<file path="src/rtl/pt_xlate_pkg.sv">
package pt_xlate_pkg;

  typedef enum logic [1:0] {
    ST_IDLE    = 2'd0,
    ST_FETCH   = 2'd1,
    ST_RESPOND = 2'd2
  } walk_state_e;

endpackage

</file>
<file path="src/rtl/pt_base_reg.sv">
module pt_base_reg #(
  parameter int ADDR_W = 32
) (
  input  logic              clk,
  input  logic              rst_n,
  input  logic              accept_en,
  input  logic              wr_valid,
  input  logic [ADDR_W-1:0] wr_data,
  output logic              wr_ready,
  output logic [ADDR_W-1:0] base_q
);

  // writes are only taken while no walk is using the base
  assign wr_ready = accept_en;

  always_ff @(posedge clk) begin
    if (!rst_n) begin
      base_q <= '0;
    end else if (wr_valid && wr_ready) begin
      base_q <= wr_data;
    end
  end

endmodule

</file>
<file path="src/rtl/pt_walk_fsm.sv">
module pt_walk_fsm
  import pt_xlate_pkg::*;
(
  input  logic clk,
  input  logic rst_n,
  input  logic req_fire,
  input  logic mem_rd_ready,
  input  logic mem_rsp_valid,
  input  logic rsp_ready,
  output logic idle,
  output logic rd_valid,
  output logic rsp_capture,
  output logic rsp_valid
);

  walk_state_e state_q, state_d;
  logic        sent_q, sent_d;

  assign idle        = (state_q == ST_IDLE);
  assign rd_valid    = (state_q == ST_FETCH) && !sent_q;
  // data strobes count only after the address has gone out
  assign rsp_capture = (state_q == ST_FETCH) && sent_q && mem_rsp_valid;
  assign rsp_valid   = (state_q == ST_RESPOND);

  always_comb begin
    state_d = state_q;
    sent_d  = sent_q;
    unique case (state_q)
      ST_IDLE: begin
        sent_d = 1'b0;
        if (req_fire) state_d = ST_FETCH;
      end
      ST_FETCH: begin
        if (rd_valid && mem_rd_ready) sent_d = 1'b1;
        if (rsp_capture)              state_d = ST_RESPOND;
      end
      ST_RESPOND: begin
        if (rsp_ready) state_d = ST_IDLE;
      end
      default: state_d = ST_IDLE;
    endcase
  end

  always_ff @(posedge clk) begin
    if (!rst_n) begin
      state_q <= ST_IDLE;
      sent_q  <= 1'b0;
    end else begin
      state_q <= state_d;
      sent_q  <= sent_d;
    end
  end

endmodule

</file>
<file path="src/rtl/pt_entry_decode.sv">
module pt_entry_decode #(
  parameter int ENTRY_W   = 32,
  parameter int VALID_BIT = 31,
  parameter int PPN_W     = 18,
  parameter int OFF_W     = 12,
  localparam int PA_W     = PPN_W + OFF_W
) (
  input  logic [ENTRY_W-1:0] entry,
  input  logic [OFF_W-1:0]   offset,
  output logic               present,
  output logic [PA_W-1:0]    paddr
);

  logic entry_unused_parity;

  assign present = entry[VALID_BIT];
  assign paddr   = present ? {entry[PPN_W-1:0], offset} : '0;

  // remaining entry bits are reserved and deliberately ignored
  assign entry_unused_parity = ^entry;

endmodule

</file>
<file path="src/rtl/pt_xlate.sv">
module pt_xlate #(
  parameter int VA_W            = 32,
  parameter int PA_W            = 30,
  parameter int PAGE_OFF_W      = 12,
  parameter int ADDR_W          = 32,
  parameter int ENTRY_W         = 32,
  parameter int ENTRY_VALID_BIT = 31,
  localparam int VPN_W          = VA_W - PAGE_OFF_W,
  localparam int PPN_W          = PA_W - PAGE_OFF_W
) (
  input  logic               clk,
  input  logic               rst_n,
  input  logic               req_valid,
  output logic               req_ready,
  input  logic [VA_W-1:0]    req_vaddr,
  output logic               rsp_valid,
  input  logic               rsp_ready,
  output logic [PA_W-1:0]    rsp_paddr,
  output logic               rsp_fault,
  output logic [VPN_W-1:0]   fault_vpn,
  output logic               mem_rd_valid,
  input  logic               mem_rd_ready,
  output logic [ADDR_W-1:0]  mem_rd_addr,
  input  logic               mem_rsp_valid,
  input  logic [ENTRY_W-1:0] mem_rsp_data,
  input  logic               base_wr_valid,
  output logic               base_wr_ready,
  input  logic [ADDR_W-1:0]  base_wr_data
);

  localparam int ENTRY_BYTES = ENTRY_W / 8;
  localparam int ENTRY_SHIFT = $clog2(ENTRY_BYTES);

  logic                  idle;
  logic                  req_fire;
  logic                  rsp_capture;
  logic [ADDR_W-1:0]     base_q;
  logic [VPN_W-1:0]      vpn_q;
  logic [PAGE_OFF_W-1:0] off_q;
  logic [ADDR_W-1:0]     vpn_ext;
  logic                  dec_present;
  logic [PA_W-1:0]       dec_paddr;
  logic [PA_W-1:0]       paddr_q;
  logic                  fault_q;
  logic [VPN_W-1:0]      fault_vpn_q;

  // a pending base write beats a request in the same idle cycle
  assign req_ready = idle && !base_wr_valid;
  assign req_fire  = req_valid && req_ready;

  pt_base_reg #(.ADDR_W(ADDR_W)) u_base (
    .clk       (clk),
    .rst_n     (rst_n),
    .accept_en (idle),
    .wr_valid  (base_wr_valid),
    .wr_data   (base_wr_data),
    .wr_ready  (base_wr_ready),
    .base_q    (base_q)
  );

  pt_walk_fsm u_fsm (
    .clk           (clk),
    .rst_n         (rst_n),
    .req_fire      (req_fire),
    .mem_rd_ready  (mem_rd_ready),
    .mem_rsp_valid (mem_rsp_valid),
    .rsp_ready     (rsp_ready),
    .idle          (idle),
    .rd_valid      (mem_rd_valid),
    .rsp_capture   (rsp_capture),
    .rsp_valid     (rsp_valid)
  );

  always_ff @(posedge clk) begin
    if (!rst_n) begin
      vpn_q <= '0;
      off_q <= '0;
    end else if (req_fire) begin
      vpn_q <= req_vaddr[VA_W-1:PAGE_OFF_W];
      off_q <= req_vaddr[PAGE_OFF_W-1:0];
    end
  end

  // entry address wraps modulo 2^ADDR_W
  generate
    if (ADDR_W > VPN_W) begin : g_vpn_pad
      assign vpn_ext = {{(ADDR_W-VPN_W){1'b0}}, vpn_q};
    end else begin : g_vpn_trim
      assign vpn_ext = vpn_q[ADDR_W-1:0];
    end
  endgenerate

  assign mem_rd_addr = base_q + (vpn_ext << ENTRY_SHIFT);

  pt_entry_decode #(
    .ENTRY_W   (ENTRY_W),
    .VALID_BIT (ENTRY_VALID_BIT),
    .PPN_W     (PPN_W),
    .OFF_W     (PAGE_OFF_W)
  ) u_dec (
    .entry   (mem_rsp_data),
    .offset  (off_q),
    .present (dec_present),
    .paddr   (dec_paddr)
  );

  always_ff @(posedge clk) begin
    if (!rst_n) begin
      paddr_q     <= '0;
      fault_q     <= 1'b0;
      fault_vpn_q <= '0;
    end else if (rsp_capture) begin
      paddr_q <= dec_paddr;
      fault_q <= !dec_present;
      if (!dec_present) fault_vpn_q <= vpn_q;
    end
  end

  assign rsp_paddr = paddr_q;
  assign rsp_fault = fault_q;
  assign fault_vpn = fault_vpn_q;

endmodule

</file>
<file path="config.mk">
export PLATFORM = sky130hd
export DESIGN_NAME = pt_xlate
export DESIGN_NICKNAME = d
export VERILOG_FILES = /design/src/rtl/pt_xlate_pkg.sv /design/src/rtl/pt_base_reg.sv /design/src/rtl/pt_walk_fsm.sv /design/src/rtl/pt_entry_decode.sv /design/src/rtl/pt_xlate.sv
export SDC_FILE = /design/constraint.sdc
export NUM_CORES = 1
export LEC_CHECK = 0
export ABC_CLOCK_PERIOD_IN_PS = 3500
export BUFFER_PORTS_ARGS = -buffer_cell sky130_fd_sc_hd__buf_2
export CORE_MARGIN = 1.5
export CORE_UTILIZATION = 37
export DETAILED_ROUTE_END_ITERATION = 12
export PLACE_DENSITY = 0.66
export SLEW_MARGIN = 20
export SYNTH_ARGS = -nofsm -noshare
export SYNTH_HDL_FRONTEND = slang
export SYNTH_SLANG_ARGS = --single-unit
</file>
<file path="constraint.sdc">
create_clock -name clk -period 3.5 [get_ports clk]
set_input_delay 1.05 -clock clk [delete_from_list [all_inputs] [get_ports clk]]
set_output_delay 1.05 -clock clk [all_outputs]
set_load 0.02 [all_outputs]
</file>
Yosys cells after proc, flatten, opt, wreduce, memory -nomap -nowiden
Index checks and enable logic that the tools add are counted.

Flip-flop bits (word level): 118. Bits of input ports: 103. Output and inout port bits: 87. Word-level logic and storage cells: 38.

Add/subtract/negate cells: 1. Eq/ne operators: 6. Multiplexer cells: 7. Bitwise gates (word level): 1. Reductions and logical operators: 15.

Operator list (count): adder 32 x 22 -> 32 bit (1); two-way mux 30 bit (1); logical AND 1 bit (7); two-way mux 2 bit (3); case mux 2 bit (3 select lines) (1); inequality test 2 x 1 -> 1 bit (second input constant) (2); inequality test 2 bit (second input constant) (2); AND reduction 2 bit (2); zero test 1 bit (3); AND reduction 3 bit (1); equality test 2 x 1 -> 1 bit (second input constant) (1); equality test 2 bit (second input constant) (1); zero test 2 bit (1); case mux 1 bit (2 select lines) (1); nonzero test 2 bit (1); two-way mux 1 bit (1); inverter 1 bit (1).

Logic depth before layout (Yosys ltp)
Gate-level depths: netlist (run 1).

Depth after elaboration: 5. Gate-level depth with buffers: 10. Depth with buffers taken out: 10.

By module
From an unflattened synthesis (run 1), not the netlist that was laid out.

Cell total of the unflattened synthesis: 752. Area total of the unflattened synthesis: 6334.8 µm².

Modules (own cells, without submodules): pt_xlate (instances 1, cells each 556, area each 4548.1 µm², sequential area each 1661.6 µm²); pt_base_reg (instances 1, cells each 148, area each 1391.3 µm², sequential area each 640.6 µm²); pt_entry_decode (instances 1, cells each 34, area each 247.7 µm², sequential area each 0.0 µm²); pt_walk_fsm (instances 1, cells each 14, area each 147.6 µm², sequential area each 60.1 µm²).

Worst setup path before layout (run 1)
OpenSTA, ideal clock, no wires.

Path kind: flip-flop to output port. Start: register vpn_q[0]. End: output mem_rd_addr[24]. Data arrival time: 2.637 ns. Slack: -0.187 ns. Cell stages (with the launch flop): 11. Cell sequence: dfxtp_1 -> ha_1 -> inv_1 -> fa_1 -> nor2b_4 -> o2111ai_2 -> a311oi_1 -> and3b_1 -> o41ai_4 -> nand3_1 -> xnor2_1.

Cells in the longest elaborated chain, start to end: 1.

Ends and longest elaborated chain: from (decl) (line pt_xlate.sv:38) `logic [VPN_W-1:0] vpn_q;`; from (signal assigned) (line pt_xlate.sv:79) `vpn_q <= req_vaddr[VA_W-1:PAGE_OFF_W];`; adder 32 x 22 -> 32 bit (line pt_xlate.sv:93) `assign mem_rd_addr = base_q + (vpn_ext << ENTRY_SHIFT);`; to (decl) (line pt_xlate.sv:23) `output logic [ADDR_W-1:0] mem_rd_addr,`.

No other way between the ends.

Worst setup path in the final report (run 1)
Start: register u_base.base_q[2]. End: output mem_rd_addr[28].

Cells in the longest elaborated chain, start to end: 1.

Ends and longest elaborated chain: from (decl) (line pt_base_reg.sv:10) `output logic [ADDR_W-1:0] base_q`; from (signal assigned) (line pt_base_reg.sv:20) `base_q <= wr_data;`; adder 32 x 22 -> 32 bit (line pt_xlate.sv:93).

No other way between the ends.

==> results summary, run 1 <==
The congestion estimate from routability-driven global placement came to roughly 0.82. The warning count from the yosys run is 0. The critical path in this run is classified as register to output pin. The cell count after synthesis came out at 699. Detailed placement ended at an HPWL of 11.4 mm.

The total wirelength of the detailed-routed design came out at 16.4 mm. The area taken by flip-flops and latches came out at 2390 um^2. The slew at the pin closest to its max-slew limit came out at about 0.63 ns. The largest single stage delay on the critical path is 0.37 ns. After Yosys synthesis, XOR and XNOR cells account for under 10% of the synthesized area. The initial antenna violation count was 1. The post-layout minimum cycle time came out at between 4 and 5 ns. The number of placed instances, taps included, is approximately 1100. The fraction of met1 tracks used by global routing is 25.1%. The checks that failed: negative setup slack.

The count of cell types in the netlist came out at 43. The hold path startpoint is rsp_paddr[2]. The signal on the critical path passes through ha_4 -> inv_2 -> fa_2 -> nor2b_4 -> o2111ai_2 -> a311oi_2 -> and3b_2 -> o41ai_4 -> buf_6 -> nand3_2 -> xnor2_2 -> buf_4. The worst register-to-register path ends at fault_vpn[12]. The remaining max-slew budget at the tightest pin came out at just under 60%. The vertical die dimension came out at between 100 and 150 um. The run finished, with violations left. The area of combinational cells with multiple inputs is between 3000 and 4000 um^2. The power density normalized to cell area is between 400 and 500 nW/um^2.

By area the synthesized netlist is led by sky130_fd_sc_hd__dfxtp_1, sky130_fd_sc_hd__a21boi_0, sky130_fd_sc_hd__nand2_1. The hold buffer count at CTS is 0. Clock-pin slew was measured on the worst setup and hold paths at ~0.060 ns. Summing the sequential cell areas from Yosys gives a little over two fifths of the chip area.

After synthesis, the largest family of logic cells by area is compound AO/OA/AOI/OAI gates. The adder-cell share of the synthesized area came out at 4.79%. The number of cells on the worst reg-to-reg path is 6. The mux cell area share after synthesis came out at 0%. The first-pass GRT wire length came out at 25.2 mm. The register-to-register setup slack came out at ~1.7 ns. The post-route worst hold slack came out at between 0.4 and 0.5 ns. The count of non-filler cells in the finished layout is between 1000 and 1500. The count of boundary I/O pins came out at 190. Timing analysis after detailed placement gives a worst setup slack of -0.318 ns. Ranked by instance count, the synthesized netlist is headed by sky130_fd_sc_hd__nand2_1, sky130_fd_sc_hd__dfxtp_1, sky130_fd_sc_hd__a21boi_0, sky130_fd_sc_hd__clkbuf_1, sky130_fd_sc_hd__nand3_1. The layer flagged by global routing as most heavily used is met2.

The static power due to leakage is around 3.6 nW. The iteration-0 DRC count of the detailed router came out at between 300 and 400. The startpoint type of the worst setup path is a register. The largest total area in the synthesized netlist belongs to sky130_fd_sc_hd__dfxtp_1.

In the global route stage, overall resource usage came out at between 10% and 20%. The cell area after synthesis came out at 5650 um^2. The count of nets left with antenna violations once routing finished came out at 0. The number of CTS-inserted buffers came out at 17. The area fraction of the dominant cell type after synthesis came out at a little over two fifths. The count of standard-cell rows came out at 44. Synthesis produced a netlist with a net count of 823. The number of failing setup endpoints in the final timing report is 15. The clock insertion delay at the later pin of the skew report came out at ~0.42 ns. The clock skew after layout is about 0.0075 ns. For this run, design rule violations remaining after detail routing come to 0. The clock tree from TritonCTS is yes. Setup repair after global routing could not meet its margin everywhere. The worst supply voltage drop on vdd came out at ~0.31 mV. The pin count of the biggest net entering global routing came out at 48. The hold violation total from the final report is 0. In the post-route analysis, the smallest setup slack over all paths is -0.524 ns. The aggregate global routing overflow is 0. The met2 usage in global routing came out at 32.6%. The largest individual stage delay along the critical path comes from the cell sky130_fd_sc_hd__fa_2. The total number of clock tree sinks is roughly 120. For this run, the top clock speed supported by timing is 0.249 GHz. The area of the die came out at approximately 16000 um^2.

The area growth from synthesis to layout is 43.3%. The number of global-route vias before repair came out at between 5000 and 6000. The routed length per instance came out at ~15 um. The core box area is between 10000 and 15000 um^2.

Yosys mapped a number of flops with a built-in enable equal to 0. For hold timing, the worst endpoint is rsp_paddr[2]. The detailed-route vias per instance came out at a little under 5. At the worst endpoint, the required time is ~2.5 ns. The initial core utilization is about two fifths. The dominant cell by count in the synthesized netlist is sky130_fd_sc_hd__nand2_1. The maximum count of clock buffers along a single path is 2.

Among all flip-flop cells after synthesis, the most frequent one is sky130_fd_sc_hd__dfxtp_1. The total design power came out at between 0.003 and 0.004 W. The count of port buffers added during placement came out at approximately 180. The max-slew violation total from the final report was 0. The largest fanout on the critical path came out at 5.

The worst register-to-register path begins at u_fsm.state_q[0]. The register bit count reported by yosys came out at ~120. Global routing used between 6 and 7% of the available met3 tracks. The async set-or-reset flop fraction in the synthesized netlist is 0%. The root buffer cell is sky130_fd_sc_hd__clkbuf_16. Summing the areas of all and, or, nand and nor instances in the mapped netlist gives 22.4% of the synthesized area.

The number of stages on the worst hold path came out at 2. The net count of the finished layout is a little over 1000. Fill cells in the final layout number ~1400.

The compound-gate portion of the synthesized area came out at 22.9%. For this run, the detailed router's first-pass iteration total came to 4. STA classifies the critical path endpoint as an output pin.

The synthesized area divided by synthesized cell count came out at slightly above 8 um^2. The arrival time of data at the critical path endpoint is between 2 and 3 ns. The die width came out at ~130 um. The via count of the routed design came out at between 5000 and 6000. The CTS H-tree depth came out at 4. Of the cells placed in the final design, the portion with a size suffix greater than 1 is 36.4%. The max-cap violation count came out at 0. The share of the cycle needed by the critical path after routing came out at 115%. In this run the worst hold path is classified as register to register.
==> placed cells by master (no fill, tap or decap), types with 4 or more instances in the layout <==
cell type                     n
sky130_fd_sc_hd__clkbuf_16   17
sky130_fd_sc_hd__a21oi_2      5
sky130_fd_sc_hd__a21oi_1     12
sky130_fd_sc_hd__dfxtp_1    102
sky130_fd_sc_hd__nand3_1     36
sky130_fd_sc_hd__inv_1        9
sky130_fd_sc_hd__buf_4       71
sky130_fd_sc_hd__and3_1       5
sky130_fd_sc_hd__o21a_1       4
sky130_fd_sc_hd__buf_6        8
sky130_fd_sc_hd__a21boi_0   115
sky130_fd_sc_hd__xnor2_2      7
sky130_fd_sc_hd__a21o_1      11
sky130_fd_sc_hd__ha_4        12
sky130_fd_sc_hd__nand2_1    215
sky130_fd_sc_hd__nor2_1      12
sky130_fd_sc_hd__nand4_1      4
sky130_fd_sc_hd__dfxtp_2     14
sky130_fd_sc_hd__xnor2_1     12
sky130_fd_sc_hd__ha_1         6
sky130_fd_sc_hd__o21ai_1      4
sky130_fd_sc_hd__xor2_1       8
sky130_fd_sc_hd__buf_2      158
==> state kept, by name, summed over array words and instances (netlist names) <==
name and flops:
off_q 12, vpn_q 20, u_fsm.state_q 2, u_base.base_q 32, rsp_fault 1, u_fsm.sent_q 1, rsp_paddr 30, fault_vpn 20
==> timing repair <==
action,CTS,global route
setup endpoints to repair,19,19
resized for setup,41,57
pin swaps,18,23
buffers inserted,4,14
==> cells by family after synthesis <==
logic type | Yosys count
AO/OA/AOI/OAI | 176
XOR/XNOR | 27
adder cells (fa/ha/maj) | 21
buffers and inverters | 56
flip-flops | 118
AND/OR/NAND/NOR | 301
==> final cells by class <==
cell class,instances,share of cell area [%]
antenna,1,0.0309
clock inverter,11,1.53
clock buffer,21,5.57
sequential,118,29.5
multi-input combinational,525,42.6
inverter,10,0.464
timing repair buffer,237,17.5
tap,184,2.85
==> power by group <==
group / internal (W) / switching [W]
registers: 0.00139 / 0.0000407
logic: 0.000221 / 0.000254
clock network: 0.00107 / 0.000640
==> per-stage QoR <==
stage / util, % / instance area (um^2) / TNS [ns]
after floorplan: - / 5690 / -0.222
after global placement: 47.5 / 6980 / -1.35
after detailed placement: 47.5 / 6980 / -1.58
after CTS: 52.7 / 7750 / -4.28
after global routing: 55.0 / 8090 / -5.46
final: 55.0 / 8090 / -3.56
==> critical path: cells and delay by family, from the launching register on <==
| kind | cells | cell delay [ns] |
|---|---|---|
| AO/OA/AOI/OAI | 3 | 0.65 |
| adder cells (fa/ha/maj) | 2 | 0.51 |
| AND/OR/NAND/NOR | 3 | 0.49 |
| buffers and inverters | 3 | 0.38 |
| flip-flops | 1 | 0.35 |
| XOR/XNOR | 1 | 0.17 |
==> metal layers <==
metal | vias to the layer above | part of all wire (%)
li1 | 2776 | -
met1 | 2527 | 45
met2 | 152 | 47
met3 | 15 | 6.7
met4 | 0 | 1.1
met5 | - | 0
==> worst max path at each step <==
stage | to | slack (ns) | startpoint
floorplan | mem_rd_addr[24] | -0.06 | u_base.base_q[2]
global placement | mem_rd_addr[28] | -0.28 | u_base.base_q[2]
detailed placement | mem_rd_addr[28] | -0.32 | u_base.base_q[2]
CTS | mem_rd_addr[22] | -0.57 | u_base.base_q[2]
global route | mem_rd_addr[28] | -0.64 | u_base.base_q[2]
finish | mem_rd_addr[28] | -0.52 | u_base.base_q[2]
(Power assumes the default switching activity.)
==> run 2, diff against run 1 <==
- SKIP_CTS_REPAIR_TIMING: unset -> 1
==> results summary, run 2 (synthesis gave the netlist of run 1 again) <==
The area taken by flip-flops and latches came out at 2400 um^2. The HPWL after detailed placement is ~11 mm. The slew at the pin closest to its max-slew limit is 0.620 ns. Static timing analysis puts the maximum clock frequency at 0.245 GHz.

The maximum count of clock buffers along a single path came out at 2. The path class of the tightest hold or removal check is register to register. For met2 alone, demand over resource in global routing was 31.7%. The via count of the routed design came out at 5489. The post-detailed-route count of antenna-violating nets came out at 0. The fraction of met1 tracks used by global routing is approximately a quarter. Setup repair after global routing could not meet its margin everywhere. The library cell used most frequently in the layout, excluding fill and tap cells, is sky130_fd_sc_hd__nand2_1. The arrival time of data at the critical path endpoint is ~3.0 ns.

The initial antenna violation count came out at 1. The flow ran to the end, but the final reports show violations. The instance count after placement with tap cells included came out at 1060. Summed over all layers, the routed wires come to between 15 and 20 mm. The summed area of non-filler cells in the final layout came out at between 8000 and 9000 um^2. The cell-internal power is ~0.0027 W.

The launch instance of the worst register-to-register path is u_fsm.state_q[0]. The worst setup slack before clock tree synthesis came out at -0.318 ns. The area of the die is ~16000 um^2. The path with the worst hold slack has its endpoint at rsp_paddr[2].

The checks that failed: negative setup slack. On the critical path the largest part of the delay comes from compound AO/OA/AOI/OAI gates. The flip-flop count of the largest register after layout came out at 32. The register with the most flip-flops in the final layout is u_base.base_q. The vertical die dimension came out at about 130 um.

The least setup slack across all paths after layout is -0.585 ns. The number of stages on the worst hold path came out at 2. For the finished layout, the period the worst path requires is slightly above 4 ns. Counting the fill cells in the layout gives 1379. For this run, the detailed router's first-pass iteration total came to 4. The hold violation total from the final report came out at 0. The count of standard-cell rows is 44. The first-pass GRT wire length came out at 24.8 mm.

The post-detailed-placement cell area is between 6000 and 7000 um^2. The CTS H-tree depth came out at 4. The buffers plus inverters on the worst setup path is 3. The count of port buffers added during placement is between 150 and 200. The worst setup path is launched from a register. The max-slew violation total from the final report is 0. The share of total power in combinational logic came out at 13.3%. The core box area is 14700 um^2. Final hold analysis gives a worst-case slack of 0.458 ns.

The area growth from synthesis to layout came out at 44.1%. CTS saw between 100 and 150 sinks. The count of boundary I/O pins is 190. The slowest stage of the critical path is the sky130_fd_sc_hd__fa_2 cell. The routed length per instance came out at 14.9 um. The switching component of the power is 0.000935 W. In this run the power density over the cells is between 400 and 500 nW/um^2. The max-cap violation count is 0. The post-CTS clock slew at the launch and capture registers of the worst setup and hold paths is roughly 0.06 ns. The clock skew after layout is about 0.0056 ns.

Clock tree synthesis inserted a total of 17 buffers. The iteration-0 DRC count of the detailed router is 380. The worst supply voltage drop on vdd is between 0.3 and 0.4 mV.

The sequential fraction of design power is a little under 40%. The setup check on the worst reg-to-reg path leaves a slack of ~1.7 ns. For this run the aggregate overflow at the end of global routing stands at 0. For this run, the post-layout net count is slightly above 1000. The overall global routing resource usage is 19.7%. The most heavily used metal layer in global routing is met2.

The final weighted congestion of routability-driven global placement came out at between 0.8 and 0.9. Global routing used approximately 6.7% of the available met3 tracks. The type of the setup path with the least slack is register to output pin.

The pin count of the biggest net entering global routing is 48. Once layout is complete, the cells apart from fillers number ~1100. The clock network fraction of total power came out at between 40% and 50%. In this run the clock root is driven by a sky130_fd_sc_hd__clkbuf_16. The clock insertion delay at the later pin of the skew report came out at 0.41 ns.

In the layout the commonest cells are sky130_fd_sc_hd__nand2_1, sky130_fd_sc_hd__buf_2, sky130_fd_sc_hd__a21boi_0. The peak per-stage delay on the critical path came out at ~0.37 ns. Using the TritonRoute via totals, the vias-per-cell ratio works out to 4.97. The share of cells above drive strength 1 is a little under two fifths.

The hold path startpoint is rsp_paddr[2]. STA puts the critical path data required time at between 2 and 2.5 ns. The final setup TNS is -4.20 ns. TritonCTS built the clock tree. The share of the cycle needed by the critical path after routing is 117%.

The detailed-route DRC error count is 0. Traced cell by cell, the critical path runs through ha_4 -> inv_2 -> fa_2 -> nor2b_4 -> o2111ai_2 -> a311oi_2 -> and3b_2 -> o41ai_4 -> buf_6 -> nand3_2 -> xnor2_2 -> buf_4. The worst-case reg-to-reg path depth came out at 6. Summed over all cells, the static leakage comes to around 3.5 nW. The remaining max-slew budget at the tightest pin came out at 58.7%. The area of combinational cells with multiple inputs came out at around 3500 um^2. The endpoint identified for the worst register-to-register timing path is fault_vpn[12]. Setup violations remaining at the end of the flow were counted as 13. The die width came out at about 130 um.

The largest fanout on the critical path came out at 5. The initial core utilization is 38.4%. The number of global-route vias before repair is approximately 5000. The worst setup path is captured at an output pin. The switching part of the total power came out at 25.9%.
run 2: routing by layer:
layer | vias to the layer above | routed length [um]
li1 | 2782 | -
met1 | 2538 | 7270
met2 | 155 | 7880
met3 | 14 | 1160
met4 | 0 | 173
met5 | - | 0
run 2: worst reg2reg max path: stages (launching register included):
cell and delay, ns:
sky130_fd_sc_hd__dfxtp_1 0.39, sky130_fd_sc_hd__nor2b_1 0.26, sky130_fd_sc_hd__nand3_1 0.34, sky130_fd_sc_hd__nor2_1 0.18
sky130_fd_sc_hd__buf_4 0.26, sky130_fd_sc_hd__nand2_1 0.09, sky130_fd_sc_hd__a21boi_0 0.17
run 2: power groups by stage:
stage,logic [W],registers (W),clock network (W)
6_report,0.000480,0.00143,0.00170
3_3_place_gp,0.000414,0.00145,0
4_1_cts,0.000420,0.00142,0.00173
2_1_floorplan,0.000251,0.00144,0
5_1_grt,0.000524,0.00143,0.00180
3_5_place_dp,0.000418,0.00145,0
run 2: worst max-delay path by stage:
stage	start	endpoint	slack, ns	cells after the start
floorplan	u_base.base_q[2]	mem_rd_addr[24]	-0.06	10
global placement	u_base.base_q[2]	mem_rd_addr[28]	-0.28	12
detailed placement	u_base.base_q[2]	mem_rd_addr[28]	-0.32	12
CTS	u_base.base_q[2]	mem_rd_addr[28]	-0.76	12
global route	vpn_q[0]	mem_rd_addr[24]	-0.68	12
finish	vpn_q[0]	mem_rd_addr[28]	-0.58	12
run 2: layout make-up:
| type | count | share of cell area, % |
|---|---|---|
| Clock inverter | 11 | 1.52 |
| Antenna cell | 1 | 0.0308 |
| Inverter | 10 | 0.461 |
| Timing Repair Buffer | 235 | 17.3 |
| Sequential cell | 118 | 29.5 |
| Clock buffer | 21 | 5.54 |
| Multi-Input combinational cell | 525 | 42.9 |
| Tap cell | 184 | 2.83 |
run 2: metrics by stage:
stage / power (W) / util [%]
floorplan: 0.00169 / -
global placement: 0.00186 / 47.5
detailed placement: 0.00187 / 47.5
CTS: 0.00357 / 51.4
global route: 0.00375 / 55.3
finish: 0.00361 / 55.3
==> run 3, diff against run 2 <==
==> constraint.sdc (replaced) <==
create_clock -name clk -period 3.5 [get_ports clk]
set_input_delay 0.525 -clock clk [delete_from_list [all_inputs] [get_ports clk]]
set_output_delay 0.525 -clock clk [all_outputs]
set_load 0.02 [all_outputs]
==> results summary, run 3 (synthesis gave the netlist of run 1 again) <==
Counting I/O delays and the setup requirement, the final critical path takes around 3.7 ns. The floorplan has 44 rows. The register with the most flip-flops in the final layout is u_base.base_q. The flow ran to the end, but the final reports show violations. The area growth from synthesis to layout is 32.4%.

Buffers placed on the I/O ports in this run total 176. The least setup slack across all paths after layout is -0.209 ns. Before antenna repair, the detailed router went through 6 iterations. The final reports fail on negative setup slack. OpenSTA, run right after detailed placement, puts the worst setup slack at 0.0931 ns.

The detailed-route vias per instance came out at 5.01. The root buffer cell is sky130_fd_sc_hd__clkbuf_16. The switching part of the total power is a little under a quarter.

The iteration-0 DRC count of the detailed router is 317. The first-pass GRT wire length is around 25 mm. The final net count is around 990. The register-to-register setup slack came out at 1.48 ns. The slowest stage of the critical path belongs to the cell sky130_fd_sc_hd__fa_2. The share of total power in combinational logic is 10.1%. The initial antenna violation count came out at 0. The top cell types in the final layout, fill and taps aside, are sky130_fd_sc_hd__nand2_1, sky130_fd_sc_hd__buf_2, sky130_fd_sc_hd__dfxtp_1. Traced cell by cell, the critical path runs through ha_4 -> inv_2 -> fa_2 -> nor2b_4 -> o2111ai_4 -> a311oi_2 -> and3b_2 -> o41ai_4 -> buf_4 -> nand3_2 -> xnor2_1 -> buf_2.

The vertical die dimension came out at approximately 130 um. The share of the cycle needed by the critical path after routing came out at 106%. The clock network fraction of total power is 53.4%. The die width came out at approximately 130 um. The library cell used most frequently in the layout, excluding fill and tap cells, is sky130_fd_sc_hd__nand2_1.

The sequential fraction of design power is between 30% and 40%. The total number of clock tree sinks is 118. The static power due to leakage came out at 3.34 nW. The kind of path behind the tightest hold check is input port to register. The critical path is of the register to output pin type. For the pin with the worst max-slew slack, the measured transition is between 0.9 and 1 ns. The aggregate global routing overflow came out at 0. IR analysis of the VDD net gives a maximum drop of approximately 0.31 mV. The instance count after placement with tap cells included came out at around 1000.

TritonCTS built the clock tree. The final weighted congestion of routability-driven global placement is 0.829. The arrival time of data at the critical path endpoint is roughly 3.2 ns.

The startpoint identified for the worst hold timing path is req_vaddr[26]. The CTS H-tree depth is 4. The overall global routing resource usage came out at roughly a fifth.

STA classifies the critical path startpoint as a register. The post-detailed-route count of antenna-violating nets is 0. The worst hold path passes through 3 cells. The max-slew violation total from the final report is 0. The final setup TNS came out at -0.950 ns.

The number of CTS-inserted buffers came out at 17. The max-cap violation count is 0. The filler cell count is roughly 1400. The via count of the routed design is around 5300. The endpoint identified for the worst register-to-register timing path is fault_vpn[0]. For this configuration, the core starts out at a cell density of between 30% and 40%.

The post-route netlist has around 27% of its cells at a drive strength greater than 1. STA classifies the critical path endpoint as an output pin. In the routed design, unresolved DRC markers number 0. Static timing analysis puts the maximum clock frequency at 0.270 GHz. The pin count of the biggest net entering global routing came out at 47. The count of non-filler cells in the finished layout is around 1100. At the later pin of the worst-skew pair, clock insertion delay measures about 0.4 ns. The number of global-route vias before repair came out at 5086.

The number of failing setup endpoints in the final timing report is 5. The area of the die is 16000 um^2. The core box area came out at around 15000 um^2. The largest fanout on the critical path is 5. Across the routed clock network, the largest skew measured is approximately 0.0057 ns. Dividing total power by cell area gives a power density of roughly 520 nW/um^2. The count of boundary I/O pins came out at 190. The hold violation total from the final report came to 0. The worst-case reg-to-reg path depth is 6. Summed over all layers, the routed wires come to roughly 16 mm.

The data required time at the worst endpoint is between 2 and 3 ns. The cell-internal power came out at 0.00299 W. In the final routed layout, each cell accounts on average for 14.9 um. The worst hold path terminates at vpn_q[14]. The flip-flop count of the largest register after layout came out at 32. The maximum count of clock buffers along a single path came out at 2. The switching component of the power is 0.000902 W. Summed over all nets, the half-perimeter wirelength after detailed placement is about 11 mm. The post-CTS clock slew at the launch and capture registers of the worst setup and hold paths came out at ~0.06 ns. The startpoint identified for the worst register-to-register timing path is u_fsm.state_q[0]. The remaining max-slew budget at the tightest pin came out at 38.2%.

In this design, the stage delay of the slowest critical-path cell is ~0.42 ns. Setup repair after global routing could not meet its margin everywhere.
## run 3: cell count changes in the layout (fill, tap and decap cells not counted), moves of 7 or more
cell	before	now
sky130_fd_sc_hd__a21oi_1	11	18
sky130_fd_sc_hd__buf_2	160	173
sky130_fd_sc_hd__buf_4	64	17
sky130_fd_sc_hd__buf_6	11	0
sky130_fd_sc_hd__dfxtp_1	100	116
sky130_fd_sc_hd__dfxtp_2	13	2
sky130_fd_sc_hd__ha_1	4	19
sky130_fd_sc_hd__ha_4	15	1
## run 3: through the flow
step	total power (W)	instance area (um^2)	hold WS (ns)	util, %
after global placement	0.00183	6640	0.446	45.2
after global routing	0.00403	7470	0.359	50.8
after detailed placement	0.00183	6640	0.454	45.2
final	0.00389	7470	0.358	50.8
after floorplan	0.00169	5650	0.444	-
after CTS	0.00392	7340	0.340	49.9
## run 3: worst max-delay path by stage
stage                 endpoint      from
2_1_floorplan  mem_rd_addr[24]  vpn_q[0]
3_3_place_gp   mem_rd_addr[26]  vpn_q[0]
3_5_place_dp   mem_rd_addr[24]  vpn_q[0]
4_1_cts        mem_rd_addr[24]  vpn_q[0]
5_1_grt        mem_rd_addr[24]  vpn_q[0]
6_report       mem_rd_addr[24]  vpn_q[0]
## run 3: metal layers
| layer | vias to the layer above | GRT usage [%] | share of wire, % |
|---|---|---|---|
| met5 | - | 0 | 0 |
| met4 | 0 | 6.56 | 1.2 |
| met3 | 15 | 6.41 | 6.5 |
| met2 | 136 | 32.4 | 46 |
| met1 | 2467 | 25.5 | 46 |
| li1 | 2683 | - | - |
## run 3: final cells by class
class | count | area (um^2) | area share (%)
Antenna cell | 1 | 2.50 | 0.0335
Clock buffer | 19 | 453 | 6.06
Clock inverter | 12 | 246 | 3.30
Inverter | 10 | 37.5 | 0.502
Multi-Input combinational cell | 525 | 3150 | 42.1
Sequential cell | 118 | 2360 | 31.6
Tap cell | 184 | 230 | 3.08
Timing Repair Buffer | 190 | 993 | 13.3
## run 3: power by group through the flow
| stage | sequential [W] | clock (W) | combinational [W] |
|---|---|---|---|
| floorplan | 0.00144 | 0 | 0.000248 |
| global route | 0.00143 | 0.00217 | 0.000434 |
| global placement | 0.00145 | 0 | 0.000383 |
| detailed placement | 0.00145 | 0 | 0.000386 |
| CTS | 0.00142 | 0.00211 | 0.000388 |
| finish | 0.00142 | 0.00208 | 0.000393 |
## run 3: critical path: cells and delay by family (launching register included)
| family | cells | cell delay [ns] |
|---|---|---|
| xor gates and xnor gates | 1 | 0.16 |
| buffers and inverters | 3 | 0.42 |
| adders and majority gates | 2 | 0.56 |
| and+or+nand+nor | 3 | 0.50 |
| DFF | 1 | 0.35 |
| AOI/OAI and AO/OA | 3 | 0.78 |
